===== src/rtl/sc_blk_pkg.sv =====
package sc_blk_pkg;

  localparam int unsigned DATA_W     = 8;
  localparam int unsigned FRAME_BITS = DATA_W + 2;
  localparam int unsigned MAX_RATIO  = 372;
  localparam int unsigned CNT_W      = $clog2(MAX_RATIO + 1);

  typedef enum logic [1:0] {
    RATIO_32  = 2'b00,
    RATIO_64  = 2'b01,
    RATIO_372 = 2'b10,
    RATIO_256 = 2'b11
  } ratio_e;

  typedef enum logic {
    ST_IDLE = 1'b0,
    ST_BUSY = 1'b1
  } seq_e;

  function automatic logic [CNT_W-1:0] ratio_cycles(input logic [1:0] sel);
    logic [CNT_W-1:0] r;
    case (ratio_e'(sel))
      RATIO_32:  r = CNT_W'(32);
      RATIO_64:  r = CNT_W'(64);
      RATIO_372: r = CNT_W'(372);
      default:   r = CNT_W'(256);
    endcase
    return r;
  endfunction

endpackage


===== src/rtl/sc_etu_timer.sv =====
module sc_etu_timer
  import sc_blk_pkg::*;
#(
  parameter int unsigned ETU_W = 4
) (
  input  logic             clk,
  input  logic             rst_n,
  input  logic             load,
  input  logic             run,
  input  logic [1:0]       ratio_sel,
  output logic             etu_last,
  output logic             half_hit,
  output logic [ETU_W-1:0] etu_idx
);

  logic [CNT_W-1:0] lim_q, lim_d;
  logic [CNT_W-1:0] cyc_q, cyc_d;
  logic [ETU_W-1:0] etu_q, etu_d;
  logic             tmr_en;

  assign etu_last = (cyc_q == lim_q - CNT_W'(1));
  assign half_hit = (cyc_q == (lim_q >> 1) - CNT_W'(1));
  assign etu_idx  = etu_q;
  assign tmr_en   = load | run;

  always_comb begin
    lim_d = lim_q;
    cyc_d = cyc_q;
    etu_d = etu_q;
    if (load) begin
      lim_d = ratio_cycles(ratio_sel);
      cyc_d = '0;
      etu_d = '0;
    end else if (run) begin
      if (etu_last) begin
        cyc_d = '0;
        etu_d = etu_q + ETU_W'(1);
      end else begin
        cyc_d = cyc_q + CNT_W'(1);
      end
    end
  end

  always_ff @(posedge clk or negedge rst_n) begin
    if (!rst_n) begin
      lim_q <= CNT_W'(32);
      cyc_q <= '0;
      etu_q <= '0;
    end else if (tmr_en) begin
      lim_q <= lim_d;
      cyc_q <= cyc_d;
      etu_q <= etu_d;
    end
  end

  AST_CYC_IN_RANGE: assert property (@(posedge clk) disable iff (!rst_n)
    run |-> (cyc_q < lim_q));

  AST_LIM_LEGAL: assert property (@(posedge clk) disable iff (!rst_n)
    (lim_q == CNT_W'(32)) || (lim_q == CNT_W'(64)) ||
    (lim_q == CNT_W'(256)) || (lim_q == CNT_W'(372)));

  AST_LIM_HELD_IN_FRAME: assert property (@(posedge clk) disable iff (!rst_n)
    (run && !load) |=> $stable(lim_q));

endmodule


===== src/rtl/sc_char_fmt.sv =====
module sc_char_fmt
  import sc_blk_pkg::*;
(
  input  logic [DATA_W-1:0]     data,
  input  logic                  inv_conv,
  input  logic                  odd_par,
  output logic [FRAME_BITS-1:0] frame
);

  logic [DATA_W-1:0] ordered;
  logic              par_bit;

  for (genvar i = 0; i < DATA_W; i++) begin : g_order
    assign ordered[i] = inv_conv ? ~data[DATA_W-1-i] : data[i];
  end

  assign par_bit = (^data) ^ odd_par;
  assign frame   = {par_bit, ordered, 1'b0};

endmodule


===== src/rtl/sc_tx_seq.sv =====
module sc_tx_seq
  import sc_blk_pkg::*;
#(
  parameter int unsigned GUARD_ETU = 2,
  parameter int unsigned ETU_W     = 4
) (
  input  logic                  clk,
  input  logic                  rst_n,
  input  logic                  tx_valid,
  input  logic [FRAME_BITS-1:0] frame_in,
  input  logic                  etu_last,
  input  logic                  half_hit,
  input  logic [ETU_W-1:0]      etu_idx,
  output logic                  load,
  output logic                  run,
  output logic                  tx_ready,
  output logic                  line_o,
  output logic                  tx_end
);

  localparam int unsigned LAST_ETU = FRAME_BITS + GUARD_ETU - 1;
  localparam int unsigned END_ETU  = FRAME_BITS + 1;

  seq_e                  state_q, state_d;
  logic [FRAME_BITS-1:0] shift_q, shift_d;
  logic                  line_q, line_d;
  logic                  end_q, end_d;
  logic                  accept;
  logic                  seq_en;

  assign accept   = tx_valid && (state_q == ST_IDLE);
  assign load     = accept;
  assign run      = (state_q == ST_BUSY);
  assign seq_en   = accept | run;
  assign tx_ready = (state_q == ST_IDLE);
  assign line_o   = line_q;
  assign tx_end   = end_q;

  always_comb begin
    state_d = state_q;
    shift_d = shift_q;
    line_d  = line_q;
    end_d   = end_q;
    case (state_q)
      ST_IDLE: begin
        if (accept) begin
          state_d = ST_BUSY;
          shift_d = {1'b1, frame_in[FRAME_BITS-1:1]};
          line_d  = frame_in[0];
          end_d   = 1'b0;
        end
      end
      default: begin
        if (etu_last) begin
          line_d  = shift_q[0];
          shift_d = {1'b1, shift_q[FRAME_BITS-1:1]};
          if (etu_idx == ETU_W'(LAST_ETU)) begin
            state_d = ST_IDLE;
            line_d  = 1'b1;
          end
        end
        if (half_hit && (etu_idx == ETU_W'(END_ETU))) begin
          end_d = 1'b1;
        end
      end
    endcase
  end

  always_ff @(posedge clk or negedge rst_n) begin
    if (!rst_n) begin
      state_q <= ST_IDLE;
      shift_q <= '1;
      line_q  <= 1'b1;
      end_q   <= 1'b0;
    end else if (seq_en) begin
      state_q <= state_d;
      shift_q <= shift_d;
      line_q  <= line_d;
      end_q   <= end_d;
    end
  end

  AST_IDLE_RELEASED: assert property (@(posedge clk) disable iff (!rst_n)
    (state_q == ST_IDLE) |-> line_q);

  AST_START_LOW: assert property (@(posedge clk) disable iff (!rst_n)
    accept |=> !line_q);

  AST_LINE_HOLD_IN_ETU: assert property (@(posedge clk) disable iff (!rst_n)
    (run && !etu_last) |=> $stable(line_q));

  AST_GUARD_RELEASED: assert property (@(posedge clk) disable iff (!rst_n)
    (run && (etu_idx >= ETU_W'(FRAME_BITS))) |-> line_q);

  AST_END_CLEARED: assert property (@(posedge clk) disable iff (!rst_n)
    accept |=> !end_q);

  AST_END_RISE_POINT: assert property (@(posedge clk) disable iff (!rst_n)
    $rose(end_q) |-> (run && (etu_idx == ETU_W'(END_ETU))));

endmodule


===== src/rtl/sc_blk_tx.sv =====
module sc_blk_tx
  import sc_blk_pkg::*;
#(
  parameter int unsigned GUARD_ETU = 2
) (
  input  logic        clk,
  input  logic        rst_n,
  input  logic [1:0]  ratio_sel,
  input  logic        inv_conv,
  input  logic        odd_par,
  input  logic [7:0]  tx_data,
  input  logic        tx_valid,
  output logic        tx_ready,
  output logic        line_o,
  output logic        tx_end
);

  localparam int unsigned GUARD_EFF = (GUARD_ETU < 2) ? 2 : GUARD_ETU;
  localparam int unsigned ETU_W     = $clog2(FRAME_BITS + GUARD_EFF + 1);

  logic [FRAME_BITS-1:0] frame;
  logic                  load;
  logic                  run;
  logic                  etu_last;
  logic                  half_hit;
  logic [ETU_W-1:0]      etu_idx;

  sc_char_fmt u_fmt (
    .data     (tx_data),
    .inv_conv (inv_conv),
    .odd_par  (odd_par),
    .frame    (frame)
  );

  sc_etu_timer #(
    .ETU_W (ETU_W)
  ) u_tmr (
    .clk       (clk),
    .rst_n     (rst_n),
    .load      (load),
    .run       (run),
    .ratio_sel (ratio_sel),
    .etu_last  (etu_last),
    .half_hit  (half_hit),
    .etu_idx   (etu_idx)
  );

  sc_tx_seq #(
    .GUARD_ETU (GUARD_EFF),
    .ETU_W     (ETU_W)
  ) u_seq (
    .clk      (clk),
    .rst_n    (rst_n),
    .tx_valid (tx_valid),
    .frame_in (frame),
    .etu_last (etu_last),
    .half_hit (half_hit),
    .etu_idx  (etu_idx),
    .load     (load),
    .run      (run),
    .tx_ready (tx_ready),
    .line_o   (line_o),
    .tx_end   (tx_end)
  );

  AST_READY_MATCHES_RUN: assert property (@(posedge clk) disable iff (!rst_n)
    (tx_valid && tx_ready) |=> !tx_ready);

endmodule


===== config.mk =====
export PLATFORM = sky130hd
export DESIGN_NAME = sc_blk_tx
export DESIGN_NICKNAME = d
export VERILOG_FILES = /design/src/rtl/sc_blk_pkg.sv /design/src/rtl/sc_etu_timer.sv /design/src/rtl/sc_char_fmt.sv /design/src/rtl/sc_tx_seq.sv /design/src/rtl/sc_blk_tx.sv
export SDC_FILE = /design/constraint.sdc
export NUM_CORES = 1
export LEC_CHECK = 0
export CORE_ASPECT_RATIO = 1.5
export CORE_MARGIN = 1.5
export CORE_UTILIZATION = 50
export DETAILED_ROUTE_END_ITERATION = 7
export GPL_TIMING_DRIVEN = 1
export PLACE_DENSITY_LB_ADDON = 0.15
export SYNTH_ARGS = -nofsm -noshare
export SYNTH_HDL_FRONTEND = slang
export SYNTH_SLANG_ARGS = --single-unit

===== constraint.sdc =====
create_clock -name clk -period 2.35 [get_ports clk]
set_input_delay 0.235 -clock clk [delete_from_list [all_inputs] [get_ports clk]]
set_output_delay 0.235 -clock clk [all_outputs]
set_load 0.01 [all_outputs]

==> results of run 1 <==
## registers in the layout (all words and copies together) (netlist names)
register / count
u_seq.shift_q: 9
u_tmr.lim_q: 4
u_seq.line_o: 1
u_seq.run: 1
u_seq.tx_end: 1
u_tmr.etu_idx: 4
u_tmr.cyc_q: 9
## critical path, cell delays in order, from the launching register on
cell	delay, ns
dfstp_2	0.54
inv_2	0.07
ha_4	0.17
xor3_1	0.22
a2111oi_4	0.38
o31ai_4	0.18
o21ai_4	0.29
mux2_4	0.34
## placed cells by master, fill, tap and decap left out, drive strengths merged, types with 2 or more instances in the layout
cell type / count
o21ai: 21
clkdlybuf4s50: 17
buf: 14
dfrtp: 18
bufinv: 2
nor3: 4
mux2: 10
xnor2: 17
dfstp: 11
nand3b: 2
inv: 10
clkbuf: 5
xor2: 5
nand2b: 2
nand3: 12
nor2: 11
a21oi: 4
mux2i: 5
a32o: 6
o31ai: 5
ha: 7
nand2: 23
and3: 6
## final cells by class
cell class,instances,area (um^2),area share [%]
repair buffers,31,275,11.3
well taps,43,53.8,2.20
clock buffers,5,68.8,2.82
inverters,10,37.5,1.54
multi-input cells,156,1200,49.2
clock inverters,3,65.1,2.66
flip-flops and latches,29,739,30.3
## cells by family (layout without fill, tap and decap cells)
| kind of cell | count (synthesis) | in the layout | synth area share (%) |
|---|---|---|---|
| DFF | 29 | 29 | 37.1 |
| AOI/OAI and AO/OA | 43 | 44 | 16.6 |
| and+or+nand+nor | 66 | 66 | 16.2 |
| adders and majority gates | 7 | 7 | 4.39 |
| buffers and inverters | 25 | 49 | 5.59 |
| muxes | 15 | 15 | 8.16 |
| xor gates and xnor gates | 24 | 24 | 12.0 |
## timing repair
| item | in CTS | in global routing |
|---|---|---|
| pin swaps | 2 | 2 |
| setup endpoints to repair | 8 | 15 |
| gates cloned | 1 | 0 |
| setup buffers | 0 | 0 |
| resized for setup | 0 | 11 |
## through the flow
step	cell area, um^2	setup TNS (ns)	setup slack (ns)	hold WS, ns
floorplan	1990	-0.00232	-0.000290	-0.0606
global placement	2250	0	0.0653	0.485
detailed placement	2250	-0.114	-0.0232	0.490
CTS	2390	0	0.00889	0.334
global route	2440	-0.00386	-0.00386	0.385
finish	2440	0	0.0987	0.316
## path summary, 6_finish.rpt
path	endpoint	slack, ns	depth (start not counted)
min	u_tmr.lim_q[8]$_DFFE_PN0P_	0.32	2
max in group asynchronous	u_seq.shift_q[1]$_DFFE_PN1P_	1.71	2
max	u_seq.shift_q[7]$_DFFE_PN1P_	0.1	7
min in group clk	u_seq.line_o$_DFFE_PN1P_	0.49	2
min reg2reg	u_seq.line_o$_DFFE_PN1P_	0.49	2
max reg2reg	u_seq.shift_q[7]$_DFFE_PN1P_	0.1	7
## metal layers
layer / GRT usage [%] / up-vias / part of all wire [%]
li1: - / 785 / -
met1: 22.4 / 783 / 37
met3: 4.46 / 14 / 4.6
met5: 0 / - / 0
met2: 42.8 / 59 / 55
met4: 12.3 / 0 / 3.8
## power breakdown
group	total, mW	leakage (nW)	switching (mW)	internal [mW]
combinational	0.684	0.647	0.325	0.360
sequential	0.731	0.338	0.102	0.629
clock	0.619	0.0681	0.199	0.421
==> results_dict.tcl, run 1 <==
set metrics [dict create \
    cp.required_ns 2.56 \
    synth_common_cells "nand2_1 (23), o21ai_0 (19), dfrtp_1 (18)" \
    finalSetupViolCount 0 \
    clkTransAtPathRegs_ns 0.06 \
    gp_congestion 0.840 \
    synth_area_leaders "dfrtp_1 (23%), dfstp_2 (15%), xnor2_1 (7.5%)" \
    die_h_um 80.3 \
    leakage_nw 1.05 \
    htree_levels 2 \
    finClkSkew_ns 0.00696 \
    fmax_mhz 444 \
    dieArea_mm2 0.00438 \
    status "finished clean" \
    cp.arrival_ns 2.46 \
    via_per_inst 5.92 \
    synth_edf_count 0 \
    yosysTopAreaCell "dfrtp_1" \
    period_needed_ns 2.25 \
    power_mw 2.04 \
    synth_area_mm2 0.00199 \
    drtPass1Iterations 4 \
    fin_cells 277 \
    startpoint_type "register" \
    antenna_found_initial 0 \
    drv_cap 0 \
    endpoint_kind "register" \
    maxSlewViolCount 0 \
    clk_latency_ns 0.28 \
    track_usage_pct 23.0 \
    vias 1641 \
    insertedDiodeCount 0 \
    gr-total-overflow 0 \
    synth-main-ff-cell "dfrtp_1" \
    grt_pass1_wl_mm 7.24 \
    synth_top_area_share_pct 22.6 \
    grt_start_max_net_pins 34 \
    yosysUniqueCellTypes 42 \
    clockBufferDepth 2 \
    hold_violations 0 \
    ys_warn_count 0 \
    drive_above_1_share_pct 23.1 \
    slew_headroom_pct 65.2 \
    period_share_pct 95.8 \
    post_drt_wl_per_cell_um 16.5 \
    synth_seq_area_share_pct 37.1 \
    ctsRootBufferMaster "clkbuf_8" \
    ant_nets 0 \
    nets 255 \
    rows 27 \
    synth.most_common_cell "nand2_1" \
    tightest_slew_ns 0.521 \
    cts-buffers-inserted 5 \
    port_buffers 17 \
    irDropWorstVdd_mv 0.663 \
    grt_pass1_vias 1673 \
    drt_wl_total_mm 4.57 \
    cts.sinks 29 \
    synth.net_count 231 \
    critPathMaxFanout 5 \
    hpwl_mm 3.27 \
    hold_buffers 0 \
    n_fill_cell 309 \
    synthArstFlopShare_pct 100 \
    cts_tree "built" \
    hold_path.class "primary input to async pin" \
    ys_ff_latch 29 \
    synth_area_per_cell_um2 9.54 \
    core_area_mm2 0.00375 \
    critical_path.reg2reg.startpoint "u_tmr.lim_q[5]$_DFFE_PN1P_" \
    power.density_mw_per_mm2 833 \
    worstSetupPathType "register to register" \
    die_w_um 54.6 \
    placed_cells 268 \
    drt_iter0_drc 48 \
    drc_errors 0 \
    num_io_pins 18 \
    final_core_util_pct 65.1 \
    area_growth_pct 22.5 \
    startpoint "u_tmr.lim_q[5]$_DFFE_PN1P_" \
    start_util_pct 53.2 \
    synth_cells 209 \
]
(Power assumes the default switching activity.)
==> inputs of run 2 (changes only) <==
--- a/config.mk
+++ b/config.mk
@@ -7,7 +7,7 @@
 export LEC_CHECK = 0
 export CORE_ASPECT_RATIO = 1.5
 export CORE_MARGIN = 1.5
-export CORE_UTILIZATION = 50
+export CORE_UTILIZATION = 40
 export DETAILED_ROUTE_END_ITERATION = 7
 export GPL_TIMING_DRIVEN = 1
 export PLACE_DENSITY_LB_ADDON = 0.15
==> run 2 against run 1 <==
  * Final area is essentially flat
  * Clock-buffer cell count grew 2
  * Worst setup slack lost 0.023 ns
  * Sequential cell count is the same
  * Global-route usage shrank 4.6 points
  * Largest power group unchanged
  * Register-to-register slack lost 0.02 ns
  * Core utilization shrank 14 points
  * Clock skew shrank 0.0028 ns
  * Largest cell class unchanged
  * Die area grew 24%
==> results_dict.tcl, run 2 (synthesized netlist as in run 1, its figures left out) <==
set metrics [dict create \
    status "finished clean" \
    cts_tree "built" \
    cp.arrival_ns 2.48 \
    switching_share_pct 32.8 \
    power.density_mw_per_mm2 756 \
    ctsRootBufferMaster "clkbuf_8" \
    finClkSkew_ns 0.00419 \
    track_usage_pct 18.4 \
    core_area_mm2 0.00481 \
    antenna_found_initial 0 \
    clkTransAtPathRegs_ns 0.06 \
    seqPwrFrac_pct 40.3 \
    dieArea_mm2 0.00542 \
    insertedDiodeCount 0 \
    hold_violations 0 \
    die_w_um 60.6 \
    port_buffers 17 \
    gp_congestion 0.796 \
    whs_ns 0.333 \
    via_per_inst 5.19 \
    slowest_delay_ns 0.55 \
    period_share_pct 96.8 \
    area_growth_pct 22.5 \
    slew_headroom_pct 62.1 \
    leakage_nw 1.04 \
    drtPass1Iterations 4 \
    reg_top3 "u_seq.shift_q x9, u_tmr.cyc_q x9" \
    fin_ws_ns 0.0756 \
    rows 31 \
    gr-total-overflow 0 \
    p_clk_share_pct 24.7 \
    regToRegSetupSlack_ns 0.08 \
    grt_pass1_wl_mm 7.21 \
    worstSetupPathType "register to register" \
    internal_power_mw 1.24 \
    num_io_pins 18 \
    cts-buffers-inserted 5 \
    drt_iter0_drc 63 \
    htree_levels 2 \
    hold_path.class "primary input to async pin" \
    endpoint_kind "register" \
    pre_cts_ws_ns 0.0217 \
    nets 256 \
    startpoint_type "register" \
    drt_wl_total_mm 4.45 \
    n_fill_cell 488 \
    die_h_um 89.5 \
    cp.required_ns 2.56 \
    cts.sinks 29 \
    critPathMaxFanout 5 \
    final_cell_mix "nand2_1 (23), o21ai_0 (19), dfrtp_1 (18)" \
    p_sw_uw 605 \
    post_drt_wl_per_cell_um 14.8 \
    period_needed_ns 2.27 \
    clockBufferDepth 2 \
    hold_buffers 0 \
    clk_latency_ns 0.28 \
    combPwrFrac_pct 35.0 \
    rsz0062_at_grt "yes" \
    grt_start_max_net_pins 30 \
    finalSetupViolCount 0 \
    drv_cap 0 \
    irDropWorstVdd_mv 0.357 \
    start_util_pct 41.4 \
    drc_errors 0 \
    setup_tns_ns 0 \
    cp_cell_sequence "inv_4 > ha_4 > xor3_1 > a2111oi_4 > o31ai_4 > o21ai_4 > mux2_4" \
    maxSlewViolCount 0 \
    ant_nets 0 \
    tightest_slew_ns 0.568 \
    hpwl_mm 3.27 \
    vias 1563 \
    fmax_mhz 440 \
    grt_pass1_vias 1556 \
    final_common_cell "nand2_1" \
    drive_above_1_share_pct 23.4 \
    cp_slowest_cell "dfstp_2" \
]
==> run 2: cell count changes in the layout (fill, tap and decap cells not counted), sizes merged <==
cell and change:
buf +1, bufinv -2, clkbuf +2
==> run 2: timing repair <==
action	CTS	global route
endpoints found under the setup margin	0	14
gates resized for setup	0	11
buffers inserted	0	1
==> run 2: worst max-delay path, delay by kind of cell, from the launching register on <==
| family | cells | cell delay (ns) |
|---|---|---|
| buffers and inverters | 1 | 0.05 |
| muxes | 1 | 0.33 |
| AOI/OAI and AO/OA | 3 | 0.90 |
| adders and majority gates | 1 | 0.15 |
| xor gates and xnor gates | 1 | 0.21 |
| DFF | 1 | 0.55 |
==> run 2: power by group through the flow <==
stage	Combinational [mW]	Clock, mW	Sequential (mW)
2_1_floorplan	0.521	0	0.693
3_3_place_gp	0.626	0	0.747
3_5_place_dp	0.629	0	0.748
4_1_cts	0.631	0.470	0.740
5_1_grt	0.713	0.489	0.762
6_report	0.646	0.456	0.743
==> run 2: worst paths after layout <==
check,start,endpoint,cells past startpoint
worst min-delay path,rst_n,u_tmr.cyc_q[0]$_DFFE_PN0P_,2
worst max-delay path,u_tmr.lim_q[5]$_DFFE_PN1P_,u_seq.shift_q[3]$_DFFE_PN1P_,7
worst min register to register,u_seq.line_o$_DFFE_PN1P_,u_seq.line_o$_DFFE_PN1P_,2
worst max register to register,u_tmr.lim_q[5]$_DFFE_PN1P_,u_seq.shift_q[3]$_DFFE_PN1P_,7
min in group clk,u_seq.line_o$_DFFE_PN1P_,u_seq.line_o$_DFFE_PN1P_,2
max in group asynchronous,rst_n,u_seq.shift_q[1]$_DFFE_PN1P_,2
==> run 2: area by class of cell <==
type                       instances  area (um^2)  share of cell area (%)
multi-input combinational        156         1190                    48.9
tap                               66         82.6                    3.38
inverter                          10         40.0                    1.64
clock inverter                     1         5.00                   0.205
sequential                        29          739                    30.3
clock buffer                       7         96.3                    3.95
timing repair buffer              32          283                    11.6
==> run 2: per-stage QoR <==
step | total power, mW | util (%) | area (um^2) | cells
after global routing | 1.96 | 50.8 | 2440 | 301
after floorplan | 1.21 | - | 1990 | 209
after detailed placement | 1.38 | 47.3 | 2280 | 291
after global placement | 1.37 | 47.3 | 2280 | 291
after CTS | 1.84 | 49.5 | 2380 | 299
final | 1.84 | 50.8 | 2440 | 301
==> run 2: layer usage <==
metal  track usage (%)  vias up  wire, um  part of all wire (%)
met4              8.70        0        95                   2.1
met5                 0        -         0                     0
li1                  -      786         -                     -
met2              33.3       27      2390                    54
met1              20.1      742      1810                    41
met3              3.47        8       149                   3.3
